File: config.mk
export PLATFORM = sky130hd
export DESIGN_NAME = capPacker
export DESIGN_NICKNAME = d
export VERILOG_FILES = /design/src/rtl/capPkg.sv /design/src/rtl/capSampler.sv /design/src/rtl/capDatapath.sv /design/src/rtl/capWriter.sv /design/src/rtl/capPacker.sv
export SDC_FILE = /design/constraint.sdc
export NUM_CORES = 2
export LEC_CHECK = 0
export BUFFER_PORTS_ARGS = -buffer_cell sky130_fd_sc_hd__buf_2
export CAP_MARGIN = 10
export CORE_ASPECT_RATIO = 0.75
export CORE_MARGIN = 8
export CORE_UTILIZATION = 60
export DETAILED_ROUTE_END_ITERATION = 6
export HOLD_SLACK_MARGIN = 0.08
export MAX_ROUTING_LAYER = met4
export PLACE_DENSITY = 0.9
export SYNTH_ARGS = -nofsm -noshare
export SYNTH_HDL_FRONTEND = slang
export SYNTH_HIERARCHICAL = 1
export SYNTH_SLANG_ARGS = --single-unit
File: constraint.sdc
create_clock -name clk -period 13.1 [get_ports clk]
set_input_delay 1.31 -clock clk [delete_from_list [all_inputs] [get_ports clk]]
set_output_delay 1.31 -clock clk [all_outputs]
set_load 0.02 [all_outputs]
File: src/rtl/capPkg.sv
package capPkg;
  // Strobes sent from the sampling control to the packing datapath
  typedef struct packed {
    logic tick;     // take a sample this cycle
    logic restart;  // clear slot and byte counter
  } capStrobe_t;
endpackage

File: src/rtl/capSampler.sv
module capSampler
  import capPkg::*;
#(
  parameter int DIV_W = 8,
  parameter int LIM_W = 32
) (
  input  logic             clk,
  input  logic             rstN,
  input  logic             start,
  input  logic             stopReq,
  input  logic             contMode,
  input  logic [DIV_W-1:0] idleCycles,
  input  logic [LIM_W-1:0] sampleLimit,
  output capStrobe_t       strobe,
  output logic             capturing
);
  logic             run;
  logic [DIV_W-1:0] divCnt;
  logic [LIM_W-1:0] taken;
  logic             tick;

  assign tick = run && (divCnt == '0);
  assign strobe.tick = tick;
  assign strobe.restart = start;
  assign capturing = run;

  always_ff @(posedge clk or negedge rstN) begin
    if (!rstN) begin
      run    <= 1'b0;
      divCnt <= '0;
      taken  <= '0;
    end else if (start) begin
      run    <= 1'b1;
      divCnt <= '0;
      taken  <= '0;
    end else if (run) begin
      if (tick) begin
        taken  <= taken + LIM_W'(1);
        divCnt <= idleCycles;
        if (!contMode && ((taken + LIM_W'(1)) >= sampleLimit)) run <= 1'b0;
      end else begin
        divCnt <= divCnt - DIV_W'(1);
      end
      if (stopReq) run <= 1'b0;
    end
  end
endmodule

File: src/rtl/capDatapath.sv
module capDatapath
  import capPkg::*;
#(
  parameter int CHANS     = 14,
  parameter int SAMP_W    = 16,
  parameter int PER_CHUNK = 16,
  parameter int CNT_W     = 32,
  localparam int CHUNK_W  = SAMP_W * PER_CHUNK,
  localparam int SLOT_W   = $clog2(PER_CHUNK)
) (
  input  logic               clk,
  input  logic               rstN,
  input  capStrobe_t         strobe,
  input  logic               hiChanEn,
  input  logic [CHANS-1:0]   chanIn,
  output logic               chunkValid,
  output logic [CHUNK_W-1:0] chunkData,
  output logic [CNT_W-1:0]   chunkCnt
);
  localparam int LOW_CH      = CHANS - 2;
  localparam int CHUNK_BYTES = CHUNK_W / 8;

  logic [SAMP_W-1:0]  word;
  logic [CHUNK_W-1:0] chunkReg;
  logic [SLOT_W-1:0]  slot;
  logic [CNT_W-1:0]   byteCnt;

  always_comb begin
    word = '0;
    word[LOW_CH-1:0] = chanIn[LOW_CH-1:0];
    if (hiChanEn) word[CHANS-1:LOW_CH] = chanIn[CHANS-1:LOW_CH];
  end

  assign chunkCnt = byteCnt;

  always_ff @(posedge clk or negedge rstN) begin
    if (!rstN) begin
      chunkReg   <= '0;
      slot       <= '0;
      byteCnt    <= '0;
      chunkValid <= 1'b0;
      chunkData  <= '0;
    end else begin
      chunkValid <= 1'b0;
      if (strobe.restart) begin
        slot    <= '0;
        byteCnt <= '0;
      end else if (strobe.tick) begin
        chunkReg[slot*SAMP_W +: SAMP_W] <= word;
        if (slot == SLOT_W'(PER_CHUNK - 1)) begin
          slot       <= '0;
          chunkValid <= 1'b1;
          chunkData  <= {word, chunkReg[CHUNK_W-SAMP_W-1:0]};
          byteCnt    <= byteCnt + CNT_W'(CHUNK_BYTES);
        end else begin
          slot <= slot + SLOT_W'(1);
        end
      end
    end
  end
endmodule

File: src/rtl/capWriter.sv
module capWriter #(
  parameter int CHUNK_W = 256,
  parameter int CNT_W   = 32,
  parameter int ADDR_W  = 32,
  parameter int NOT_W   = 16
) (
  input  logic               clk,
  input  logic               rstN,
  input  logic               restart,
  input  logic               chunkValid,
  input  logic [CHUNK_W-1:0] chunkData,
  input  logic [CNT_W-1:0]   chunkCnt,
  input  logic [ADDR_W-1:0]  bufBase,
  input  logic [ADDR_W-1:0]  bufSize,
  input  logic [ADDR_W-1:0]  segSize,
  input  logic [NOT_W-1:0]   pendLimit,
  input  logic [NOT_W-1:0]   hostAckCnt,
  input  logic               clearErr,
  input  logic               wrReady,
  output logic               wrValid,
  output logic [ADDR_W-1:0]  wrAddr,
  output logic [CHUNK_W-1:0] wrData,
  output logic [CNT_W-1:0]   wrByteCnt,
  output logic               segIrq,
  output logic               overflow,
  output logic               underflow
);
  localparam int BURST = CHUNK_W / 8;

  logic [ADDR_W-1:0] offset, segOff, offNext, segNext;
  logic [CNT_W-1:0]  lastCnt, cntDelta;
  logic [NOT_W-1:0]  notifyCnt, pendNext;
  logic              fire, free;

  assign fire     = wrValid && wrReady;
  assign free     = !wrValid || wrReady;
  assign wrAddr   = bufBase + offset;
  assign offNext  = offset + ADDR_W'(BURST);
  assign segNext  = segOff + ADDR_W'(BURST);
  assign cntDelta = chunkCnt - lastCnt;
  assign pendNext = notifyCnt + NOT_W'(1) - hostAckCnt;

  always_ff @(posedge clk or negedge rstN) begin
    if (!rstN) begin
      wrValid   <= 1'b0;
      wrData    <= '0;
      wrByteCnt <= '0;
      offset    <= '0;
      segOff    <= '0;
      lastCnt   <= '0;
      notifyCnt <= '0;
      segIrq    <= 1'b0;
      overflow  <= 1'b0;
      underflow <= 1'b0;
    end else begin
      segIrq <= 1'b0;
      if (restart) begin
        wrValid   <= 1'b0;
        offset    <= '0;
        segOff    <= '0;
        lastCnt   <= '0;
        notifyCnt <= '0;
      end else begin
        if (fire) begin
          offset <= (offNext >= bufSize) ? '0 : offNext;
          if (segNext >= segSize) begin
            segOff    <= '0;
            segIrq    <= 1'b1;
            notifyCnt <= notifyCnt + NOT_W'(1);
            if (pendNext > pendLimit) underflow <= 1'b1;
          end else begin
            segOff <= segNext;
          end
        end
        if (chunkValid && free) begin
          wrValid   <= 1'b1;
          wrData    <= chunkData;
          wrByteCnt <= chunkCnt;
          lastCnt   <= chunkCnt;
          if (cntDelta > CNT_W'(BURST)) overflow <= 1'b1;
        end else if (fire) begin
          wrValid <= 1'b0;
        end
      end
      if (clearErr) begin
        overflow  <= 1'b0;
        underflow <= 1'b0;
      end
    end
  end
endmodule

File: src/rtl/capPacker.sv
module capPacker
  import capPkg::*;
#(
  parameter int CHANS     = 14,
  parameter int SAMP_W    = 16,
  parameter int PER_CHUNK = 16,
  parameter int CNT_W     = 32,
  parameter int ADDR_W    = 32,
  parameter int DIV_W     = 8,
  parameter int LIM_W     = 32,
  parameter int NOT_W     = 16,
  localparam int CHUNK_W  = SAMP_W * PER_CHUNK
) (
  input  logic               clk,
  input  logic               rstN,
  input  logic               start,
  input  logic               stopReq,
  input  logic               contMode,
  input  logic               hiChanEn,
  input  logic [DIV_W-1:0]   idleCycles,
  input  logic [LIM_W-1:0]   sampleLimit,
  input  logic [CHANS-1:0]   chanIn,
  input  logic [ADDR_W-1:0]  bufBase,
  input  logic [ADDR_W-1:0]  bufSize,
  input  logic [ADDR_W-1:0]  segSize,
  input  logic [NOT_W-1:0]   pendLimit,
  input  logic [NOT_W-1:0]   hostAckCnt,
  input  logic               clearErr,
  input  logic               wrReady,
  output logic               wrValid,
  output logic [ADDR_W-1:0]  wrAddr,
  output logic [CHUNK_W-1:0] wrData,
  output logic [CNT_W-1:0]   wrByteCnt,
  output logic               segIrq,
  output logic               overflow,
  output logic               underflow,
  output logic               capturing
);
  capStrobe_t         strobe;
  logic               chunkValid;
  logic [CHUNK_W-1:0] chunkData;
  logic [CNT_W-1:0]   chunkCnt;

  capSampler #(.DIV_W(DIV_W), .LIM_W(LIM_W)) u_sampler (
    .clk(clk), .rstN(rstN), .start(start), .stopReq(stopReq),
    .contMode(contMode), .idleCycles(idleCycles), .sampleLimit(sampleLimit),
    .strobe(strobe), .capturing(capturing)
  );

  capDatapath #(.CHANS(CHANS), .SAMP_W(SAMP_W), .PER_CHUNK(PER_CHUNK),
                .CNT_W(CNT_W)) u_datapath (
    .clk(clk), .rstN(rstN), .strobe(strobe), .hiChanEn(hiChanEn),
    .chanIn(chanIn), .chunkValid(chunkValid), .chunkData(chunkData),
    .chunkCnt(chunkCnt)
  );

  capWriter #(.CHUNK_W(CHUNK_W), .CNT_W(CNT_W), .ADDR_W(ADDR_W),
              .NOT_W(NOT_W)) u_writer (
    .clk(clk), .rstN(rstN), .restart(start), .chunkValid(chunkValid),
    .chunkData(chunkData), .chunkCnt(chunkCnt), .bufBase(bufBase),
    .bufSize(bufSize), .segSize(segSize), .pendLimit(pendLimit),
    .hostAckCnt(hostAckCnt), .clearErr(clearErr), .wrReady(wrReady),
    .wrValid(wrValid), .wrAddr(wrAddr), .wrData(wrData),
    .wrByteCnt(wrByteCnt), .segIrq(segIrq), .overflow(overflow),
    .underflow(underflow)
  );
endmodule

After elaboration in Yosys (flattened, before gate mapping)

Index checks and enable logic that the tools add are counted.

Flip-flop bits (word level): 990
Latch bits: 0
RAM bits: 0
Bits in read-only memories: 0
Bits of input ports: 190
Output and inout port bits: 325
Word-level logic and storage cells: 115
Memories: 0

Add/sub/neg operators: 11
Multiply operators: 0
Div/mod/pow operators: 0
Magnitude comparators: 5
Eq/ne operators: 2
Shift operators: 2
Multiplexer cells: 48
Bitwise operators: 1
Reductions and logical operators: 28

Operator list:

| kind                        | number |
|---|---|
| $mux W32                    | 14 |
| $bwmux W256                 | 1 |
| $shift A16 B34 Y256 const A | 1 |
| $shiftx A16 B34 Y256        | 1 |
| $add A32 B6 Y32 const B     | 3 |
| $ge A32 B32 Y1              | 3 |
| $mux W16                    | 3 |
| $neg A8 Y34                 | 1 |
| $add A32 B1 Y32 const B     | 1 |
| $add A32 B32 Y32            | 1 |
| $gt A32 B6 Y1 const B       | 1 |
| $sub A32 B32 Y32            | 1 |
| $mux W8                     | 3 |
| $mux W1                     | 23 |
| $reduce_bool A2 Y1          | 11 |
| $add A16 B1 Y16 const B     | 1 |
| $gt A16 B16 Y1              | 1 |
| $sub A16 B16 Y16            | 1 |
| $mux W4                     | 3 |
| $reduce_and A2 Y1           | 5 |
| $logic_not A8 Y1            | 1 |
| $sub A8 B1 Y8 const B       | 1 |
| $reduce_and A3 Y1           | 2 |
| $add A4 B1 Y4 const B       | 1 |
| 9 further kinds             | 13 |

Logic depth before layout (Yosys ltp)

Word-level depth: 8
Depth in mapped cells: 22
Gate-level depth less buffers: 22

Cells and area by module

Netlist, hierarchy kept.

Modules (own cells, without submodules):

| module      | times used | cells an instance | area an instance (um^2) | sequential area each (um^2) |
|---|---|---|---|---|
| capWriter   | 1          | 1,923             | 21,304.2                | 9,859.5 |
| capDatapath | 1          | 1,780             | 18,791.8                | 11,661.2 |
| capSampler  | 1          | 414               | 3,377.0                 | 1,026.0 |

Least setup slack after synthesis

No wires, ideal clock.

Path type: input to output
Start: in bufBase[14]
End: out wrAddr[31]
Arrival time: 3.883 ns
Required time: 11.790 ns
Slack: 7.907 ns
Cell stages on the path: 10
Path buffers: 0
Path through: ha_1 -> a2111oi_0 -> nor2b_1 -> a211o_1 -> o2bb2ai_1 -> o211a_1 -> o21a_1 -> o21a_1 -> o41ai_1 -> xnor2_1

Word-level cells in the longest chain between the ends: 1

RTL lines:

| what               | line            | RTL |
|---|---|---|
| start: declaration | capPacker.sv:23 | `input logic [ADDR_W-1:0] bufBase,` |
| $add A32 B32 Y32   | capWriter.sv:37 | `assign wrAddr = bufBase + offset;` |
| end: declaration   | capPacker.sv:31 | `output logic [ADDR_W-1:0] wrAddr,` |

No other way between the ends.

Worst setup path in the final report

Ends and elaborated chain as after synthesis.

==> impl_metrics.env <==
export IMPL_status="finished, final reports clean"
export IMPL_dr_pass1_iters=6
export IMPL_antenna_found_initial=7
export IMPL_cp_data_arrival_time_ns=4.45
export IMPL_die_x_um=326.8
export IMPL_fmax_mhz=173.5
export IMPL_syn_to_final_growth_pct=14.59
export IMPL_rsz0062_at_grt="false"
export IMPL_ir_drop_mv=0.1883
export IMPL_ys_warn_count=6
export IMPL_root_buffer="clkbuf_16"
export IMPL_nFillCells=4942
export IMPL_async_flop_share=1.000
export IMPL_layout_nets=4924
export IMPL_wl_um=125000
export IMPL_numCtsBuffers=87
export IMPL_die_h_um=249.1
export IMPL_seqCellArea_mm2=0.02255
export IMPL_finalSetupViolations=0
export IMPL_ff2ff_setup_slack_ns=7.70
export IMPL_postCtsSetupBuffers=0
export IMPL_power_leakage_nw=26.98
export IMPL_crit_required_ns=11.79
export IMPL_hp_class="flop to flop"
export IMPL_grt_max_degree=207
export IMPL_layout_drive_gt1_share=0.2537
export IMPL_finalPower_w=0.006063
export IMPL_skew_ns=0.01852
export IMPL_multiInputGateArea_mm2=0.01925
export IMPL_cts_max_level=3
export IMPL_cts_buffer_depth=3
export IMPL_syn_inst=4117
export IMPL_die_area_mm2=0.08141
export IMPL_cts_hold_buf=0
export IMPL_hold_depth=2
export IMPL_viasPerCell=5.996
export IMPL_worstSetupPathType="primary input to primary output"
export IMPL_dr_first_iter_drc_count=3327
export IMPL_crit_path_start_kind="primary input"
export IMPL_ys_types=79
export IMPL_path_clk_slew_ns=0.06
export IMPL_worstSetupEndpointType="primary output"
export IMPL_initial_core_util=0.6056
export IMPL_synth_area_mm2=0.04347
export IMPL_finalNonFillerCells=5580
export IMPL_post_route_min_period_ns=5.763
export IMPL_portBuffers=504
export IMPL_num_io_pins=515
export IMPL_worst_slew_pin_slew_ns=1.222
export IMPL_ys_ff_latch=901
export IMPL_design_area_mm2=0.04981
export IMPL_grt_pass1_wl_um=194900
export IMPL_synth_edf_count=0
export IMPL_fin_crit_sh=0.4399
export IMPL_rows=85
export IMPL_grt_use_total=0.3077
export IMPL_dpl_cell_count=5417
export IMPL_vias=33460
export IMPL_dpl_hpwl_um=82450
export IMPL_drc=0
export IMPL_cts_resized_gates=0
export IMPL_timing_slew_headroom=0.1852
export IMPL_slew_violations=0
export IMPL_drv_cap=0
export IMPL_ys_seq_area_frac=0.5186
export IMPL_gp_congestion=0.9460
export IMPL_hold_viol=0
export IMPL_powerDensity_mw_per_mm2=121.7
export IMPL_clock_sinks=901
export IMPL_wl_per_cell_um=22.40
export IMPL_avgSynthCellArea_um2=10.56
export IMPL_grt_pass1_vias=33930
export IMPL_r2r_cells=20
export IMPL_clk_latency_ns=0.66
export IMPL_grt_overflow_total=0
export IMPL_antenna_left=0
export IMPL_cts_tree="yes"
export IMPL_cp_max_fo=5
export IMPL_core_area_mm2=0.07179
export IMPL_setup_tns_ns=0
export IMPL_place_area_mm2=0.04661
export IMPL_synth_ff_type="dfrtp_1"
export IMPL_fin_worst_hold_slack_ns=0.4618
## final timing paths
path,from,endpoint
max in group asynchronous,rstN,u_datapath/chunkData[202]$_DFFE_PN0P_
hold / removal,u_datapath/chunkReg[153]$_DFFE_PN0P_,u_datapath/chunkData[153]$_DFFE_PN0P_
setup / recovery,bufBase[14],wrAddr[31]
setup reg to reg,u_writer/segOff[5]$_DFFE_PN0P_,u_writer/segOff[19]$_DFFE_PN0P_
hold reg to reg,u_datapath/chunkReg[153]$_DFFE_PN0P_,u_datapath/chunkData[153]$_DFFE_PN0P_
min in group asynchronous,rstN,u_writer/offset[21]$_DFFE_PN0P_
## critical path, cell delays in order
cell	delay, ns
buf_2	0.11
ha_1	0.32
a2111oi_0	0.66
nor2b_1	0.26
a211o_1	0.18
o2bb2ai_1	0.18
o211a_1	0.28
o21a_1	0.20
o21a_1	0.22
o41ai_1	0.38
xnor2_1	0.17
buf_2	0.18
## area by class of cell
cell class              instances  share of cell area
inverters                     208             0.01582
multi-input cells            2817              0.3865
diodes                          4           0.0002009
clock buffers                 124             0.05091
repair buffers                534             0.05666
flip-flops and latches        901              0.4526
well taps                     957             0.02404
clock inverters                35             0.01321
## cells by family after synthesis
family                     share of synthesized area
xor gates and xnor gates                     0.03465
other                                     0.00008626
DFF                                           0.5186
buffers and inverters                        0.04251
AOI/OAI and AO/OA                            0.08275
adders and majority gates                    0.05359
muxes                                         0.1225
and+or+nand+nor                               0.1453
## stage by stage
| stage | util | setup slack (ns) |
|---|---|---|
| 3_5_place_dp | 0.6493 | 7.335 |
| 4_1_cts | 0.6938 | 7.318 |
| 3_3_place_gp | 0.6493 | 7.365 |
| 5_1_grt | 0.6939 | 6.860 |
| 6_report | 0.6939 | 7.337 |
| 2_1_floorplan | - | 7.907 |
## placed cells by master (no fill, tap or decap), drive strengths merged, types with 9 or more instances in the layout
| master | instances |
|---|---|
| a2111oi | 11 |
| a211oi | 9 |
| a21o | 48 |
| a21oi | 124 |
| a22o | 77 |
| a31oi | 13 |
| and2 | 38 |
| and3 | 30 |
| buf | 534 |
| bufinv | 14 |
| clkbuf | 124 |
| clkinv | 15 |
| conb | 37 |
| dfrtp | 901 |
| ha | 183 |
| inv | 213 |
| mux2 | 464 |
| mux2i | 10 |
| nand2 | 830 |
| nand2b | 18 |
| nand3 | 87 |
| nand3b | 9 |
| nand4 | 56 |
| nor2 | 179 |
| nor2b | 21 |
| nor3 | 51 |
| nor4 | 17 |
| o211ai | 11 |
| o21a | 21 |
| o21ai | 119 |
| o31ai | 28 |
| or3 | 27 |
| or4 | 14 |
| xnor2 | 98 |
| xor2 | 74 |
## layer usage
metal,share of wire,global-route usage,up-vias
met5,0,-,-
met4,0.047,0.1308,0
met3,0.085,0.06653,345
met2,0.48,0.4844,1612
met1,0.39,0.3861,16580
li1,-,-,14920
## power by group
| part | internal, W | switching, W | leakage [nW] |
|---|---|---|---|
| registers | 0.00281 | 0.0000357 | 12.5 |
| logic | 0.000129 | 0.000297 | 12.9 |
| clock network | 0.00165 | 0.00114 | 1.56 |
## sequential cells by signal, indices dropped and copies added, names as in the netlist
| name | flops |
|---|---|
| u_writer/lastCnt | 32 |
| u_writer/wrByteCnt | 32 |
| u_datapath/chunkCnt | 27 |
| u_writer/notifyCnt | 16 |
| u_sampler/taken | 32 |
| u_writer/wrData | 256 |
| u_datapath/chunkData | 224 |
| u_sampler/capturing | 1 |
| u_writer/wrValid | 1 |
| u_writer/underflow | 1 |
| u_datapath/chunkValid | 1 |
| u_writer/segIrq | 1 |
| u_writer/overflow | 1 |
| u_datapath/slot | 4 |
| u_writer/offset | 27 |
| u_writer/segOff | 27 |
| u_datapath/chunkReg | 210 |
| u_sampler/divCnt | 8 |
## Yosys cell counts, drive strengths merged, types with 10 or more instances
| master | n | area, µm² |
|---|---|---|
| a2111oi | 11 | 97.59 |
| a21o | 48 | 360.4 |
| a21oi | 124 | 620.6 |
| a22o | 77 | 674.4 |
| a31oi | 13 | 81.33 |
| and2 | 38 | 237.7 |
| and3 | 30 | 187.7 |
| buf | 91 | 555.5 |
| clkbuf | 136 | 511.7 |
| dfrtp | 901 | 22550 |
| ha | 183 | 2290 |
| inv | 206 | 773.2 |
| mux2 | 464 | 5225 |
| mux2i | 10 | 100.1 |
| nand2 | 830 | 3115 |
| nand2b | 18 | 112.6 |
| nand3 | 87 | 440.4 |
| nand4 | 56 | 356.6 |
| nor2 | 179 | 671.9 |
| nor2b | 21 | 131.4 |
| nor3 | 51 | 281.5 |
| nor4 | 17 | 121.4 |
| o211ai | 11 | 82.58 |
| o21a | 21 | 157.7 |
| o21ai | 119 | 595.6 |
| o31ai | 28 | 210.2 |
| or3 | 27 | 168.9 |
| or4 | 14 | 105.1 |
| xnor2 | 98 | 858.3 |
| xor2 | 74 | 648.1 |
(Power assumes the default switching activity.)
